### config.mk
export PLATFORM = sky130hd
export DESIGN_NAME = brk_unit
export DESIGN_NICKNAME = d
export VERILOG_FILES = /design/src/rtl/brk_pkg.sv /design/src/rtl/brk_cfg.sv /design/src/rtl/brk_cmp.sv /design/src/rtl/brk_prio.sv /design/src/rtl/brk_unit.sv
export SDC_FILE = /design/constraint.sdc
export NUM_CORES = 1
export LEC_CHECK = 0
export CORE_ASPECT_RATIO = 1.75
export CORE_MARGIN = 8
export CORE_UTILIZATION = 55
export CTS_BUF_LIST = sky130_fd_sc_hd__clkbuf_8
export CTS_CLUSTER_DIAMETER = 100
export CTS_CLUSTER_SIZE = 10
export DETAILED_ROUTE_END_ITERATION = 12
export GPL_ROUTABILITY_DRIVEN = 1
export PLACE_DENSITY_LB_ADDON = 0.12
export SLEW_MARGIN = 20
export SYNTH_ARGS = -nofsm -noshare
export SYNTH_HDL_FRONTEND = slang
export SYNTH_SLANG_ARGS = --single-unit
### constraint.sdc
create_clock -name clk -period 3.4 [get_ports clk]
set_input_delay 0.68 -clock clk [delete_from_list [all_inputs] [get_ports clk]]
set_output_delay 0.68 -clock clk [all_outputs]
set_load 0.01 [all_outputs]
### src/rtl/brk_pkg.sv
package brk_pkg;

  localparam int NSLOT  = 4;
  localparam int CODE_W = 3;
  localparam int CTL_W  = 13;

  // control word bit positions
  localparam int CB_STEP = 7;
  localparam int CB_FLOW = 8;
  localparam int CB_CLR  = 13;

  typedef enum logic [2:0] {
    ROLE_OFF,
    ROLE_PC,
    ROLE_PC_MSK,
    ROLE_DAT,
    ROLE_DAT_MSK,
    ROLE_MASK
  } role_e;

  function automatic role_e slot_role(input logic [2:0] mode, input int k);
    role_e r;
    case (mode)
      3'd0:    r = ROLE_PC;
      3'd1:    r = (k < 3) ? ROLE_PC : ROLE_DAT;
      3'd2:    r = (k < 2) ? ROLE_PC : ROLE_DAT;
      3'd3:    r = (k < 2) ? ROLE_PC : ((k == 2) ? ROLE_PC_MSK : ROLE_MASK);
      3'd4:    r = (k < 2) ? ROLE_PC : ((k == 2) ? ROLE_DAT_MSK : ROLE_MASK);
      default: r = ROLE_OFF;
    endcase
    return r;
  endfunction

endpackage

### src/rtl/brk_cfg.sv
module brk_cfg
  import brk_pkg::*;
#(
  parameter int AW = 16
) (
  input  logic                      clk,
  input  logic                      rst_n,
  input  logic                      we,
  input  logic [2:0]                sel,
  input  logic [AW-1:0]             wdata,
  output logic [NSLOT-1:0][AW-1:0]  val,
  output logic [2:0]                mode,
  output logic [NSLOT-1:0]          slot_en,
  output logic                      step_en,
  output logic                      flow_en,
  output logic [NSLOT-1:0]          rd_en,
  output logic [NSLOT-1:0]          wr_en,
  output logic                      clr
);

  logic [NSLOT-1:0][AW-1:0] val_q, val_d;
  logic [CTL_W-1:0]         ctl_q, ctl_d;
  logic                     val_wr, ctl_wr;

  assign val_wr = we && (sel[2] == 1'b0);
  assign ctl_wr = we && (sel == 3'd4);

  always_comb begin
    val_d = val_q;
    ctl_d = ctl_q;
    if (val_wr) val_d[sel[1:0]] = wdata;
    if (ctl_wr) ctl_d = wdata[CTL_W-1:0];
  end

  always_ff @(posedge clk or negedge rst_n) begin
    if (!rst_n) begin
      val_q <= '0;
      ctl_q <= '0;
    end else begin
      if (val_wr) val_q <= val_d;
      if (ctl_wr) ctl_q <= ctl_d;
    end
  end

  assign val     = val_q;
  assign mode    = ctl_q[2:0];
  assign slot_en = ctl_q[3 +: NSLOT];
  assign step_en = ctl_q[CB_STEP];
  assign flow_en = ctl_q[CB_FLOW];
  assign rd_en   = {ctl_q[11], ctl_q[9], 2'b00};
  assign wr_en   = {ctl_q[12], ctl_q[10], 2'b00};
  assign clr     = ctl_wr && wdata[CB_CLR];

endmodule

### src/rtl/brk_cmp.sv
module brk_cmp
  import brk_pkg::*;
#(
  parameter int AW = 16
) (
  input  role_e         role,
  input  logic          en,
  input  logic          rd_en,
  input  logic          wr_en,
  input  logic [AW-1:0] val,
  input  logic [AW-1:0] msk,
  input  logic          fetch_vld,
  input  logic [AW-1:0] fetch_addr,
  input  logic [AW-1:0] d_addr,
  input  logic          d_rd,
  input  logic          d_wr,
  output logic          hit
);

  logic          is_pc, is_dat, masked, eq, acc_ok;
  logic [AW-1:0] cmp_msk, addr;

  assign is_pc   = (role == ROLE_PC)  || (role == ROLE_PC_MSK);
  assign is_dat  = (role == ROLE_DAT) || (role == ROLE_DAT_MSK);
  assign masked  = (role == ROLE_PC_MSK) || (role == ROLE_DAT_MSK);
  assign cmp_msk = masked ? msk : '1;
  assign addr    = is_pc ? fetch_addr : d_addr;
  assign eq      = ((addr ^ val) & cmp_msk) == '0;
  assign acc_ok  = is_pc ? fetch_vld : ((d_rd && rd_en) || (d_wr && wr_en));
  assign hit     = en && (is_pc || is_dat) && acc_ok && eq;

endmodule

### src/rtl/brk_prio.sv
module brk_prio
  import brk_pkg::*;
(
  input  logic              flow_hit,
  input  logic              step_hit,
  input  logic [NSLOT-1:0]  slot_hit,
  output logic [CODE_W-1:0] code,
  output logic              any
);

  always_comb begin
    code = '0;
    for (int k = NSLOT - 1; k >= 0; k--) begin
      if (slot_hit[k]) code = CODE_W'(k + 3);
    end
    if (step_hit) code = CODE_W'(2);
    if (flow_hit) code = CODE_W'(1);
  end

  assign any = flow_hit || step_hit || (|slot_hit);

endmodule

### src/rtl/brk_unit.sv
module brk_unit
  import brk_pkg::*;
#(
  parameter int AW = 16
) (
  input  logic              clk,
  input  logic              rst_n,
  input  logic              fetch_vld,
  input  logic [AW-1:0]     fetch_addr,
  input  logic              retire,
  input  logic              flow_chg,
  input  logic [AW-1:0]     dmem_addr,
  input  logic              dmem_rd,
  input  logic              dmem_wr,
  input  logic              cfg_we,
  input  logic [2:0]        cfg_sel,
  input  logic [AW-1:0]     cfg_wdata,
  output logic              brk,
  output logic [CODE_W-1:0] brk_code
);

  logic [NSLOT-1:0][AW-1:0] cfg_val;
  logic [2:0]               cfg_mode;
  logic [NSLOT-1:0]         cfg_en, cfg_rd, cfg_wr;
  logic                     cfg_step, cfg_flow, cfg_clr;
  logic [NSLOT-1:0]         slot_hit;
  logic                     flow_hit, step_hit, any_hit;
  logic [CODE_W-1:0]        hit_code;
  logic [CODE_W-1:0]        st_q, st_d, st_base;
  logic                     brk_q;

  brk_cfg #(.AW(AW)) u_cfg (
    .clk(clk), .rst_n(rst_n), .we(cfg_we), .sel(cfg_sel), .wdata(cfg_wdata),
    .val(cfg_val), .mode(cfg_mode), .slot_en(cfg_en), .step_en(cfg_step),
    .flow_en(cfg_flow), .rd_en(cfg_rd), .wr_en(cfg_wr), .clr(cfg_clr)
  );

  for (genvar k = 0; k < NSLOT; k++) begin : g_slot
    brk_cmp #(.AW(AW)) u_cmp (
      .role(slot_role(cfg_mode, k)), .en(cfg_en[k]),
      .rd_en(cfg_rd[k]), .wr_en(cfg_wr[k]),
      .val(cfg_val[k]), .msk(cfg_val[NSLOT-1]),
      .fetch_vld(fetch_vld), .fetch_addr(fetch_addr),
      .d_addr(dmem_addr), .d_rd(dmem_rd), .d_wr(dmem_wr),
      .hit(slot_hit[k])
    );
  end

  assign flow_hit = retire && flow_chg && cfg_flow;
  assign step_hit = retire && cfg_step;

  brk_prio u_prio (
    .flow_hit(flow_hit), .step_hit(step_hit), .slot_hit(slot_hit),
    .code(hit_code), .any(any_hit)
  );

  always_comb begin
    st_base = cfg_clr ? '0 : st_q;
    st_d    = (st_base == '0 && any_hit) ? hit_code : st_base;
  end

  always_ff @(posedge clk or negedge rst_n) begin
    if (!rst_n) begin
      st_q  <= '0;
      brk_q <= 1'b0;
    end else begin
      st_q  <= st_d;
      brk_q <= any_hit;
    end
  end

  assign brk      = brk_q;
  assign brk_code = st_q;

endmodule

* After elaboration in Yosys (flattened, before gate mapping)
Index checks and enable logic that the tools add are counted.
** Storage, ports and cells
- Bits in read-only memories :: 0
- Bits in writable memories :: 0
- Input port bits :: 59
- Bits in latches :: 0
- Memories kept :: 0
- Flip-flop bits (word level) :: 81
- Logic and storage cells :: 109
** Cells by class
- Div/mod/pow operators :: 0
- Add/sub/neg operators :: 0
- Shift operators :: 0
- Magnitude comparators :: 2
- Bitwise operators :: 9
- Reductions and logical operators :: 51
- Multipliers :: 0
- Multiplexer cells :: 23
- Eq/ne operators :: 17
** Operators by type and width (count)
- $mux 16 :: 7
- $and 16x16->16 :: 4
- $bwmux 64 :: 1
- $logic_not 16->1 :: 4
- $xor 16x16->16 :: 4
- $demux 16 s2 :: 1
- $logic_and 1x1->1 :: 24
- $mux 3 :: 8
- $eq 3x2->1 const B :: 6
- $logic_or 1x1->1 :: 16
- $eq 3x3->1 const B :: 4
- $pmux 3 s4 :: 1
- $eq 3x1->1 const B :: 3
- $pmux 3 s3 :: 1
- $logic_not 3->1 :: 2
- $reduce_or 2->1 :: 3
- $reduce_or 5->1 :: 1
- $eq 1x2->1 const B :: 2
- $mux 1 :: 4
- $reduce_or 4->1 :: 1
- $eq 1x3->1 const B :: 1
- $lt 2x3->1 const B :: 1
- $ge 2x1->1 const B :: 1
- $eq 1x1->1 const B :: 1
- $not 1->1 :: 1

* Longest topological paths before layout
- Depth in word-level cells :: 17
- Depth in mapped cells :: 12
- Mapped depth without buffers :: 9

* Hierarchy
A second synthesis with hierarchy kept.
** Unflattened totals
- Cells, all modules :: 817
- Area total of the unflattened synthesis :: 7519.7 µm²
** By module, submodules not included
- brk_cmp :: area each 1066.0 µm², sequential area each 0.0 µm², cells each 153, times used 4
- brk_cfg :: area each 2970.3 µm², sequential area each 1926.8 µm², cells each 173, times used 1
- brk_unit :: area each 227.7 µm², sequential area each 100.1 µm², cells each 22, times used 1
- brk_prio :: area each 57.6 µm², sequential area each 0.0 µm², cells each 10, times used 1

* Worst setup path before layout
No wires, ideal clock.
- Path type :: input to register
- From :: input dmem_addr[8]
- To :: register st_q[0] (netlist: brk_code[0])
- Setup slack :: 743 ps
- Cell stages on the path :: 10
- Setup time :: 94 ps
- Arrival :: 2563 ps
- Cell sequence :: clkbuf_1 > nand3b_1 > o21ai_0 > a211o_1 > a221o_1 > nor4_1 > nand3_1 > o31ai_4 > nor3_1 > a221oi_2
** On the way
- Cells in the longest elaborated chain, start to end :: 11
** Ends and longest elaborated chain
- start, declared :: line brk_unit.sv:12 : input logic [AW-1:0] dmem_addr,
- $mux 16 :: line brk_cmp.sv:27 : assign addr = is_pc ? fetch_addr : d_addr;
- $xor 16x16->16 :: line brk_cmp.sv:28 : assign eq = ((addr ^ val) & cmp_msk) == '0;
- $and 16x16->16 :: line brk_cmp.sv:28
- $logic_not 16->1 :: line brk_cmp.sv:28
- $logic_and 1x1->1 :: line brk_cmp.sv:30 : assign hit = en && (is_pc || is_dat) && acc_ok && eq;
- $mux 3 (3 in a row) :: line brk_prio.sv:14 : if (slot_hit[k]) code = CODE_W'(k + 3);
- $mux 3 :: line brk_prio.sv:16 : if (step_hit) code = CODE_W'(2);
- $mux 3 :: line brk_prio.sv:17 : if (flow_hit) code = CODE_W'(1);
- $mux 3 (*) :: line brk_unit.sv:59 : st_d = (st_base == '0 && any_hit) ? hit_code : st_base;
- named net st_d[0] :: line brk_unit.sv:29 : logic [CODE_W-1:0] st_q, st_d, st_base;
- end signal, assigned :: line brk_unit.sv:67 : st_q <= st_d;
- end, declared :: line brk_unit.sv:29
The timed path passes the listed nets; every way through them passes the cells marked *.
A chain may end at the register's enable or synchronous reset.

* Worst setup path in the final report
- From :: input fetch_addr[4]
- To :: register st_q[0] (netlist: brk_code[0])
** On the way
- Cells in the longest elaborated chain, start to end :: 11
** Ends and longest elaborated chain
- start, declared :: line brk_unit.sv:9 : input logic [AW-1:0] fetch_addr,
- $mux 16 :: line brk_cmp.sv:27
- $xor 16x16->16 :: line brk_cmp.sv:28
- $and 16x16->16 :: line brk_cmp.sv:28
- $logic_not 16->1 :: line brk_cmp.sv:28
- $logic_and 1x1->1 :: line brk_cmp.sv:30
- $mux 3 (3 in a row) :: line brk_prio.sv:14
- $mux 3 :: line brk_prio.sv:16
- $mux 3 :: line brk_prio.sv:17
- $mux 3 (*) :: line brk_unit.sv:59
- named net st_d[0] :: line brk_unit.sv:29
Marked as above.

==> results.md <==
- Largest cells by area after synthesis: dfrtp_1, mux2_2, xor2_1
- Critical Path End Type: flip-flop
- CTS H-tree depth: 3
- RSZ-0062 raised after global routing: false
- DRT iter0 DRCs: 447
- Max Cap Viol: 0
- Share of synthesized flip-flops with an asynchronous set or reset: 100.0%
- Gr usage total: 32.67%
- Main synth FF type: dfrtp_1
- I/O Pins: 63
- Root Buffer: clkbuf_8
- Worst r2r src: u_cfg.ctl_q[0]
- Initial DRT Pass Iterations: 5
- Core Region: 0.009409 sq mm
- Cell mode on critical path: buf_4
- Clk sink count: 81
- Die span in x: 90.28 um
- Area grow syn2layout: 24.41%
- CTS max path bufs: 2
- Pleak: 2.779 nW
- DR DRC count: 0
- Hold_ws: 281.0 ps
- Port Buf Inserts: 62
- CTS tree: yes
- Critical Path Max Stage Delay: 520 ps
- Worst setup SP type: input port
- Via count of the routed design: 5119
- Worst Hold Class: input port to async pin
- Hold buffer count at cts: 0
- Arrival time worst endpoint: 3240 ps
- Synth warn: 0
- Wire per inst: 26.87 um
- Fin crit period: 2958 ps
- CTS resizes: 0
- Fill cell count: 759
- Share of the synthesized area in the top cell type: 38.17%
- Cell taking the most area after synthesis: dfrtp_1
- Final Max Tran Viols: 0
- Req. time, crit path: 3680 ps
- Initial antenna violation count: 0
- Worst-case reg-to-reg path depth: 11
- Die H: 146.0 um
- Peak Freq: 338.1 MHz
- Sequential area share after synthesis: 38.17%
- Worst skew pair latency: 380 ps
- Synthesized cell area: 0.005310 sq mm
- Clock skew: 11.12 ps
- Grt ovf: 0
- Gate count of the mapped netlist: 569
- Initial core utilization: 56.44%
- Setup tns final: 0 ps
- Peak VDD IR: 0.5181 mV
- Cell area power density: 551.9 mW/mm^2
- CP startpoint: fetch_addr[4]
- Dpl hpwl: 16270 um
- Slew margin rel.: 48.48%
- DRT Wirelength: 21230 um
- Total CTS buffers: 9
- Worst-path clk slew: 90 ps
- N_diodes: 0
- Setup violators final: 0
- Via-per-instance ratio: 6.480
- Commonest cells post-synth: dfrtp_1, mux2_2, nand2_1
- Share of cells above drive strength 1: 21.11%
- Mapped Nets: 628
- # rows: 47
- Pin count of the biggest net entering global routing: 82
- Die area: 0.01318 sq mm
- Period utilization: 86.99%
- Final Total Pwr: 3.646 mW
- Worst-Margin Slew: 772.9 ps
- Final hold vios: 0
- Most common cell in the netlist: dfrtp_1
- Final nets: 722
- CP cell instances: clkdlybuf4s50_1 > inv_1 > o22ai_1 > a2111oi_0 > nand3_1 > nor4_1 > buf_4 > nand4_1 > buf_4 > nand2_1 > nor3_1 > a221oi_2
- Post-CTS setup buffer count: 0
- Crit-path max FO: 3
- Post-synthesis cell type count: 60
- Register bit total from synthesis: 81
- Vias in the first global route: 5394
- Final ANT Viol Nets: 0
- Mapped Avg Cell Area: 9.332 sq um
- Post-synth EDFFs: 0
- Result of the run: completed
- Final RePlAce weighted congestion: 1.070
- CP max-delay cell: clkdlybuf4s50_1
- First-pass GRT wire length: 32340 um
- CP Class: input port to flip-flop
-- through the flow --
| step | instance area, sq um | util (%) | cells | setup slack, ps |
|---|---|---|---|---|
| final | 6606 | 70.21 | 790 | 442.3 |
| after global routing | 6606 | 70.21 | 790 | 318.0 |
| after CTS | 6603 | 70.17 | 790 | 494.4 |
| after detailed placement | 6366 | 67.66 | 774 | 128.5 |
| after global placement | 6366 | 67.66 | 774 | 152.2 |
| after floorplan | 5310 | - | 569 | 742.9 |
-- power by group --
part | switching [mW] | leakage [nW] | internal, mW
clock network | 0.384 | 0.116 | 0.458
registers | 0.270 | 0.978 | 1.17
logic | 0.732 | 1.68 | 0.630
total | 1.39 | 2.78 | 2.26
-- final timing paths --
kind / endpoint / slack (ps)
worst max-delay path: brk_code[0] / 440
worst min-delay path: u_cfg.val[52] / 280
worst max register to register: brk_code[1] / 460
worst min register to register: u_cfg.ctl_q[11] / 530
max in group asynchronous: u_cfg.val[48] / 2510
min in group clk: u_cfg.ctl_q[11] / 530
-- state kept, by name, summed over array words and instances (netlist names) --
name / cells
brk: 1
u_cfg.val: 64
u_cfg.ctl_q: 13
brk_code: 3
-- logic make-up (layout without fill, tap and decap cells) --
kind of cell	Yosys count	in the layout	synth area share (%)
buffers and inverters	71	170	5.608
multiplexers	69	69	14.47
AND/OR/NAND/NOR	155	155	15.29
flip-flops	81	81	38.17
XOR/XNOR	48	48	7.917
AO/OA/AOI/OAI	145	145	18.54
-- layout by cell type (no fill, tap or decap), drive strengths merged, types with 5 or more instances in the layout --
cell type	instances
dfrtp	81
mux2	62
clkdlybuf4s50	61
buf	50
nand2	47
inv	44
o21ai	36
xor2	26
nor2b	23
a21oi	22
xnor2	22
o22ai	22
nor2	18
nor3	15
nor4	11
clkbuf	11
nand3	10
o211ai	9
a31oi	8
a221oi	8
mux2i	7
a22oi	7
nand4	6
nand2b	5
-- per-layer routing --
metal / global-route usage (%) / up-vias / part of all wire, %
li1: - / 2261 / -
met1: 35.13 / 2476 / 35
met2: 53.85 / 282 / 49
met3: 7.748 / 100 / 7.3
met4: 25.65 / 0 / 8.3
met5: 0 / - / 0
-- area by class of cell --
cell class / instances / area, sq um / area share (%)
Tap cell: 122 / 152.6 / 2.311
Sequential cell: 81 / 2027 / 30.68
Inverter: 43 / 161.4 / 2.443
Timing Repair Buffer: 111 / 1002 / 15.17
Clock buffer: 11 / 151.4 / 2.292
Clock inverter: 5 / 85.08 / 1.288
Multi-Input combinational cell: 417 / 3027 / 45.81
-- critical path: cells and delay by family --
| family | cells | cell delay (ps) |
|---|---|---|
| AOI/OAI and AO/OA | 3 | 780 |
| and+or+nand+nor | 5 | 570 |
| buffers and inverters | 4 | 1200 |
Note: power is estimated with default switching activity, not from simulation.
